===== config.mk =====
export PLATFORM = sky130hd
export DESIGN_NAME = tone_digit_steer
export DESIGN_NICKNAME = d
export VERILOG_FILES = /design/src/rtl/tone_steer_pkg.sv /design/src/rtl/pair_qualify.sv /design/src/rtl/guard_steer.sv /design/src/rtl/settle_pipe.sv /design/src/rtl/tone_digit_steer.sv
export SDC_FILE = /design/constraint.sdc
export NUM_CORES = 1
export LEC_CHECK = 0
export BUFFER_PORTS_ARGS = -buffer_cell sky130_fd_sc_hd__buf_2
export CAP_MARGIN = 20
export CORE_ASPECT_RATIO = 1.5
export CORE_MARGIN = 10
export CORE_UTILIZATION = 49
export DETAILED_ROUTE_END_ITERATION = 7
export PLACE_DENSITY = 0.72
export SLEW_MARGIN = 5
export SYNTH_ARGS = -nofsm -noshare
export SYNTH_HDL_FRONTEND = slang
export SYNTH_HIERARCHICAL = 1
export SYNTH_SLANG_ARGS = --single-unit
export TNS_END_PERCENT = 5

===== constraint.sdc =====
create_clock -name clk_i -period 1.9 [get_ports clk_i]
set_input_delay 0.19 -clock clk_i [delete_from_list [all_inputs] [get_ports clk_i]]
set_output_delay 0.19 -clock clk_i [all_outputs]
set_load 0.03 [all_outputs]

===== src/rtl/tone_steer_pkg.sv =====
package tone_steer_pkg;

  localparam int unsigned IDX_W  = 2;
  localparam int unsigned CODE_W = 4;

  typedef enum logic [1:0] {
    ST_FREE = 2'd0,
    ST_ARM  = 2'd1,
    ST_LOCK = 2'd2,
    ST_DROP = 2'd3
  } steer_st_e;

  // Key code of a (row, col) pair over a 4x4 keypad.
  function automatic logic [CODE_W-1:0] pair_to_code(
    input logic [IDX_W-1:0] row,
    input logic [IDX_W-1:0] col
  );
    logic [CODE_W-1:0] res;
    if (col == 2'd3) begin
      res = CODE_W'(4'd13 + {2'b00, row});  // A..C = 13..15, D wraps to 0
    end else if (row != 2'd3) begin
      res = CODE_W'({row, 2'b00} - {2'b00, row} + {2'b00, col} + 4'd1);  // 3r+c+1
    end else begin
      case (col)
        2'd0:    res = 4'd11;  // *
        2'd1:    res = 4'd10;  // 0
        default: res = 4'd12;  // #
      endcase
    end
    return res;
  endfunction

endpackage


===== src/rtl/pair_qualify.sv =====
module pair_qualify
  import tone_steer_pkg::*;
(
  input  logic              early_valid_i,
  input  logic [IDX_W-1:0]  row_i,
  input  logic [IDX_W-1:0]  col_i,
  input  logic              inhibit_i,
  output logic              qual_valid_o,
  output logic [CODE_W-1:0] pair_code_o
);

  logic masked;

  always_comb begin
    masked       = inhibit_i && (col_i == 2'd3);
    qual_valid_o = early_valid_i && !masked;
    pair_code_o  = pair_to_code(row_i, col_i);
  end

endmodule


===== src/rtl/guard_steer.sv =====
module guard_steer
  import tone_steer_pkg::*;
#(
  parameter int unsigned PRESENT_TICKS = 30,
  parameter int unsigned ABSENT_TICKS  = 30
) (
  input  logic clk_i,
  input  logic rst_ni,
  input  logic tick_i,
  input  logic valid_i,
  input  logic pdown_i,
  output logic reg_o,
  output logic rel_o,
  output logic locked_o
);

  localparam int unsigned MAX_T = (PRESENT_TICKS > ABSENT_TICKS) ? PRESENT_TICKS : ABSENT_TICKS;
  localparam int unsigned CNT_W = $clog2(MAX_T + 1);
  localparam logic [CNT_W-1:0] P_LAST = CNT_W'(PRESENT_TICKS - 1);
  localparam logic [CNT_W-1:0] A_LAST = CNT_W'(ABSENT_TICKS - 1);

  steer_st_e        st_q, st_d;
  logic [CNT_W-1:0] cnt_q, cnt_d;
  logic             reg_d, rel_d;

  always_comb begin
    st_d  = st_q;
    cnt_d = cnt_q;
    reg_d = 1'b0;
    rel_d = 1'b0;
    if (pdown_i) begin
      st_d  = ST_FREE;
      cnt_d = '0;
    end else begin
      unique case (st_q)
        ST_FREE: begin
          if (valid_i) begin
            st_d  = ST_ARM;
            cnt_d = '0;
          end
        end
        ST_ARM: begin
          if (!valid_i) begin
            st_d  = ST_FREE;
            cnt_d = '0;
          end else if (tick_i) begin
            if (cnt_q == P_LAST) begin
              st_d  = ST_LOCK;
              cnt_d = '0;
              reg_d = 1'b1;
            end else begin
              cnt_d = cnt_q + 1'b1;
            end
          end
        end
        ST_LOCK: begin
          if (!valid_i) begin
            st_d  = ST_DROP;
            cnt_d = '0;
          end
        end
        ST_DROP: begin
          if (valid_i) begin
            st_d  = ST_LOCK;  // dropout bridged
            cnt_d = '0;
          end else if (tick_i) begin
            if (cnt_q == A_LAST) begin
              st_d  = ST_FREE;
              cnt_d = '0;
              rel_d = 1'b1;
            end else begin
              cnt_d = cnt_q + 1'b1;
            end
          end
        end
        default: begin
          st_d  = ST_FREE;
          cnt_d = '0;
        end
      endcase
    end
  end

  always_ff @(posedge clk_i or negedge rst_ni) begin
    if (!rst_ni) begin
      st_q  <= ST_FREE;
      cnt_q <= '0;
    end else begin
      st_q  <= st_d;
      cnt_q <= cnt_d;
    end
  end

  // reg_o/rel_o are strobes valid in the cycle the transition is taken
  assign reg_o    = reg_d;
  assign rel_o    = rel_d;
  assign locked_o = (st_q == ST_LOCK);

endmodule


===== src/rtl/settle_pipe.sv =====
module settle_pipe #(
  parameter int unsigned LATCH_DLY = 4,
  parameter int unsigned FLAG_DLY  = 6
) (
  input  logic clk_i,
  input  logic rst_ni,
  input  logic start_i,
  input  logic clear_i,
  output logic latch_ld_o,
  output logic flag_set_o
);

  logic stage_q [FLAG_DLY];

  for (genvar i = 0; i < FLAG_DLY; i++) begin : g_stage
    if (i == 0) begin : g_head
      always_ff @(posedge clk_i or negedge rst_ni) begin
        if (!rst_ni)      stage_q[i] <= 1'b0;
        else if (clear_i) stage_q[i] <= 1'b0;
        else              stage_q[i] <= start_i;
      end
    end else begin : g_body
      always_ff @(posedge clk_i or negedge rst_ni) begin
        if (!rst_ni)      stage_q[i] <= 1'b0;
        else if (clear_i) stage_q[i] <= 1'b0;
        else              stage_q[i] <= stage_q[i-1];
      end
    end
  end

  // Stage k-1 is set k-1 edges after start; acting on it lands on edge k.
  assign latch_ld_o = stage_q[LATCH_DLY-1] && !clear_i;
  assign flag_set_o = stage_q[FLAG_DLY-1]  && !clear_i;

endmodule


===== src/rtl/tone_digit_steer.sv =====
module tone_digit_steer
  import tone_steer_pkg::*;
#(
  parameter int unsigned PRESENT_TICKS = 30,
  parameter int unsigned ABSENT_TICKS  = 30,
  parameter int unsigned LATCH_DLY     = 4,
  parameter int unsigned FLAG_DLY      = 6
) (
  input  logic              clk_i,
  input  logic              rst_ni,
  input  logic              tick_i,
  input  logic              early_valid_i,
  input  logic [IDX_W-1:0]  row_i,
  input  logic [IDX_W-1:0]  col_i,
  input  logic              inhibit_i,
  input  logic              oe_i,
  input  logic              pdown_i,
  output logic [CODE_W-1:0] code_o,
  output logic              code_oe_o,
  output logic              dv_o,
  output logic              gt_o
);

  logic              qual_valid;
  logic [CODE_W-1:0] pair_code;
  logic              reg_evt, rel_evt, locked;
  logic              latch_ld, flag_set, pipe_clr;
  logic [CODE_W-1:0] pend_q, latch_q;
  logic              dv_q;

  pair_qualify u_qual (
    .early_valid_i (early_valid_i),
    .row_i         (row_i),
    .col_i         (col_i),
    .inhibit_i     (inhibit_i),
    .qual_valid_o  (qual_valid),
    .pair_code_o   (pair_code)
  );

  guard_steer #(
    .PRESENT_TICKS (PRESENT_TICKS),
    .ABSENT_TICKS  (ABSENT_TICKS)
  ) u_guard (
    .clk_i    (clk_i),
    .rst_ni   (rst_ni),
    .tick_i   (tick_i),
    .valid_i  (qual_valid),
    .pdown_i  (pdown_i),
    .reg_o    (reg_evt),
    .rel_o    (rel_evt),
    .locked_o (locked)
  );

  assign pipe_clr = pdown_i || rel_evt;

  settle_pipe #(
    .LATCH_DLY (LATCH_DLY),
    .FLAG_DLY  (FLAG_DLY)
  ) u_pipe (
    .clk_i      (clk_i),
    .rst_ni     (rst_ni),
    .start_i    (reg_evt),
    .clear_i    (pipe_clr),
    .latch_ld_o (latch_ld),
    .flag_set_o (flag_set)
  );

  always_ff @(posedge clk_i or negedge rst_ni) begin
    if (!rst_ni) begin
      pend_q  <= '0;
      latch_q <= '0;
    end else begin
      if (reg_evt)  pend_q  <= pair_code;
      if (latch_ld) latch_q <= pend_q;
    end
  end

  always_ff @(posedge clk_i or negedge rst_ni) begin
    if (!rst_ni)       dv_q <= 1'b0;
    else if (pipe_clr) dv_q <= 1'b0;
    else if (flag_set) dv_q <= 1'b1;
  end

  assign code_o    = latch_q;
  assign code_oe_o = oe_i;
  assign dv_o      = dv_q;
  assign gt_o      = locked;

endmodule


==> metrics.yaml <==
hold_viol: 0
setup_slack_ns: -0.0114
timing.fmax_mhz: 523
start_util_pct: 51.6
synthTopCellsByCount: "dfrtp_1, nor2b_1, mux2_2"
cp_data_arrival_time_ns: 2.11
grt_max_degree: 23
synth_top_area_share_pct: 47.2
netlist_instances: 102
rsz0062_at_grt: "true"
firstDrtPassIters: 4
drt_wl_total_um: 2230
crit_path_max_incr_delay_ns: 0.36
port_buffers: 15
leakage_nw: 0.723
htreeDepth: 1
syn_area_mm2: 0.00117
synthMostInstantiatedCell: "dfrtp_1"
p_switching_mw: 0.194
ys_ff_latch: 22
syn_to_final_growth_pct: 21.9
violations: "setup timing"
syn_avg_cell_area_um2: 11.4
p_comb_share_pct: 10.4
dp_cells: 144
syn_nets: 120
tightest_slew_ns: 0.476
skew_ns: 0.00239
fin_crit_sh_pct: 101
drv_slew: 0
route.met3.wl_um: 94
drt_iter0_markers: 5
r2r_slack_ns: -0.01
wl_met1_um: 913
grt_first_pass_wirelength_um: 3660
p_per_area_mw_per_mm2: 647
setup_viol: 4
outcome: "finished, violations left"
final_cells: 152
fin_crit_ns: 1.91
numCtsBuffers: 3
clk_pin_slew_ns: 0.12
seq_power_share_pct: 51.2
ant_nets: 0
drc: 0
dominantRegCellSynth: "dfrtp_1"
drt-vias-per-instance: 5.52
synth_area_leaders: "dfrtp_1, mux2_2, ha_1"
p_int_mw: 0.726
drv_cap: 0
yosysTopAreaCell: "dfrtp_1"
die_w_um: 59.8
slew_headroom_pct: 68.3
rows: 21
ys_types: 36
cp_max_fo: 5
finalPower_mw: 0.919
ir_worst_vdd_mv: 0.491
root_buffer: "clkbuf_4"
whs_ns: 0.0940
top_layer: "met4"
grtUsageTotal_pct: 9.70
synth-edff-count: 0
cp-start-kind: "register"
cts_tree: "yes"
sw_frac_of_total_pct: 21.1
worstSetupPathType: "reg2reg"
critPathSlowestCell: "dfrtp_1"
boundaryPins: 18
met2_length_um: 1170
fp.coreArea_mm2: 0.00226
via_count: 839
clockBufferDepth: 2
clk_latency_ns: 0.30
overflow: 0
hold_class: "in2reg"
antenna_found_initial: 0
dp_hpwl_um: 1720
antennaDiodeCount: 0
clock_sinks: 22
drt-wirelength-per-cell_um: 14.6
chipHeight_um: 79.7
yosys_warnings: 6
final_nets: 148
die_area_mm2: 0.00477
cp-end-kind: "register"
p_clk_share_pct: 38.3
required_ns: 2.10
seq_area_frac_synth_pct: 47.2
synthArstFlopShare_pct: 100
gp_congestion: 0.868
setup_tns_ns: -0.0183
nFillCells: 202
path_common_cell: "and3_4"
drive_gt1_share_pct: 37.2
path_cells: "inv_1, ha_2, and3_4, and3_4, nand2_4, nor3b_2, or2_4, nor2b_4, mux2_4"
grt_pass1_vias: 872
==> logic make-up (layout without fill, tap and decap cells) <==
group                      Yosys count  after routing  synth area share, %
and+or+nand+nor                     37             37                 21.0
DFF                                 22             22                 47.2
muxes                                9              9                 8.58
adders and majority gates            7              7                 8.15
xor gates and xnor gates             3              3                 2.25
buffers and inverters                8             35                 3.54
AOI/OAI and AO/OA                   16             16                 9.23
==> critical path, delay by kind of cell, from the launching register on <==
| kind | cells | cell delay [ns] |
|---|---|---|
| DFF | 1 | 0.36 |
| and+or+nand+nor | 6 | 0.91 |
| buffers and inverters | 1 | 0.05 |
| adders and majority gates | 1 | 0.16 |
| muxes | 1 | 0.32 |
==> timing repair <==
| item | CTS | global route |
|---|---|---|
| resized for setup | 0 | 8 |
| setup endpoints to repair | 4 | 9 |
| hold buffers | 1 | 0 |
| endpoints found under the hold margin | 22 | 0 |
| pin swaps | 0 | 2 |
| buffers inserted | 0 | 3 |
==> power by group through the flow <==
stage,sequential (mW),combinational [mW],clock (mW)
after floorplan,0.480,0.0565,0
after global placement,0.480,0.0888,0
after detailed placement,0.480,0.0938,0
after CTS,0.471,0.0957,0.363
after global routing,0.472,0.109,0.377
final,0.471,0.0960,0.352
==> metal layers <==
layer  vias to the layer above  track usage [%]
li1                        413                -
met4                         0             6.53
met1                       405             11.0
met5                         -                0
met3                         2             1.59
met2                        19             15.8
==> through the flow <==
stage / setup slack [ns] / utilization, % / area, um2
6_report: -0.0114 / 62.9 / 1420
5_1_grt: -0.0860 / 62.9 / 1420
3_3_place_gp: 0.0312 / 57.8 / 1310
4_1_cts: -0.0252 / 60.6 / 1370
3_5_place_dp: -0.0107 / 57.8 / 1310
2_1_floorplan: 0.00100 / - / 1180
==> cell usage in the layout (no fill, tap or decap), types with 2 or more instances in the layout <==
cell / netlist / layout
nand2_1: 4 / 3
buf_4: 1 / 9
xor2_1: 2 / 2
a221o_1: 2 / 2
nand4_1: 2 / 2
ha_1: 6 / 5
nand3_1: 2 / 2
o2bb2ai_1: 2 / 2
mux2_4: 0 / 4
nor3b_1: 3 / 2
dfrtp_1: 22 / 22
nor2_1: 3 / 3
inv_1: 6 / 6
mux2_2: 8 / 4
buf_2: 0 / 15
and3_4: 2 / 2
a21oi_1: 4 / 4
nor2b_1: 10 / 9
o21ai_0: 3 / 3
clkbuf_4: 0 / 3
a31oi_1: 2 / 2
==> area by class of cell <==
class / count / area (um2) / share of cell area, %
clock buffers: 3 / 22.5 / 1.58
clock inverters: 1 / 30.0 / 2.11
inverters: 6 / 22.5 / 1.58
multi-input cells: 72 / 614 / 43.2
flip-flops and latches: 22 / 551 / 38.7
well taps: 23 / 28.8 / 2.02
repair buffers: 25 / 153 / 10.7
==> final timing paths <==
path                       depth (start not counted)                          from                            to
min                                                2                       pdown_i   u_guard/st_q[1]$_DFFE_PN0P_
min in group asynchronous                          2                        rst_ni  u_guard/cnt_q[4]$_DFFE_PN0P_
min reg2reg                                        1   u_pipe/stage_q[5]$_DFF_PN0_   u_pipe/stage_q[4]$_DFF_PN0_
max in group asynchronous                          2                        rst_ni   u_pipe/stage_q[5]$_DFF_PN0_
max reg2reg                                        9  u_guard/cnt_q[1]$_DFFE_PN0P_         code_o[1]$_DFFE_PN0P_
max                                                9  u_guard/cnt_q[1]$_DFFE_PN0P_         code_o[1]$_DFFE_PN0P_
==> sequential cells by signal (all words and copies together), names as in the netlist <==
signal	cells
u_pipe/stage_q	6
u_guard/cnt_q	5
code_o	4
pend_q	4
u_guard/st_q	2
dv_o	1
(Power assumes the default switching activity.)
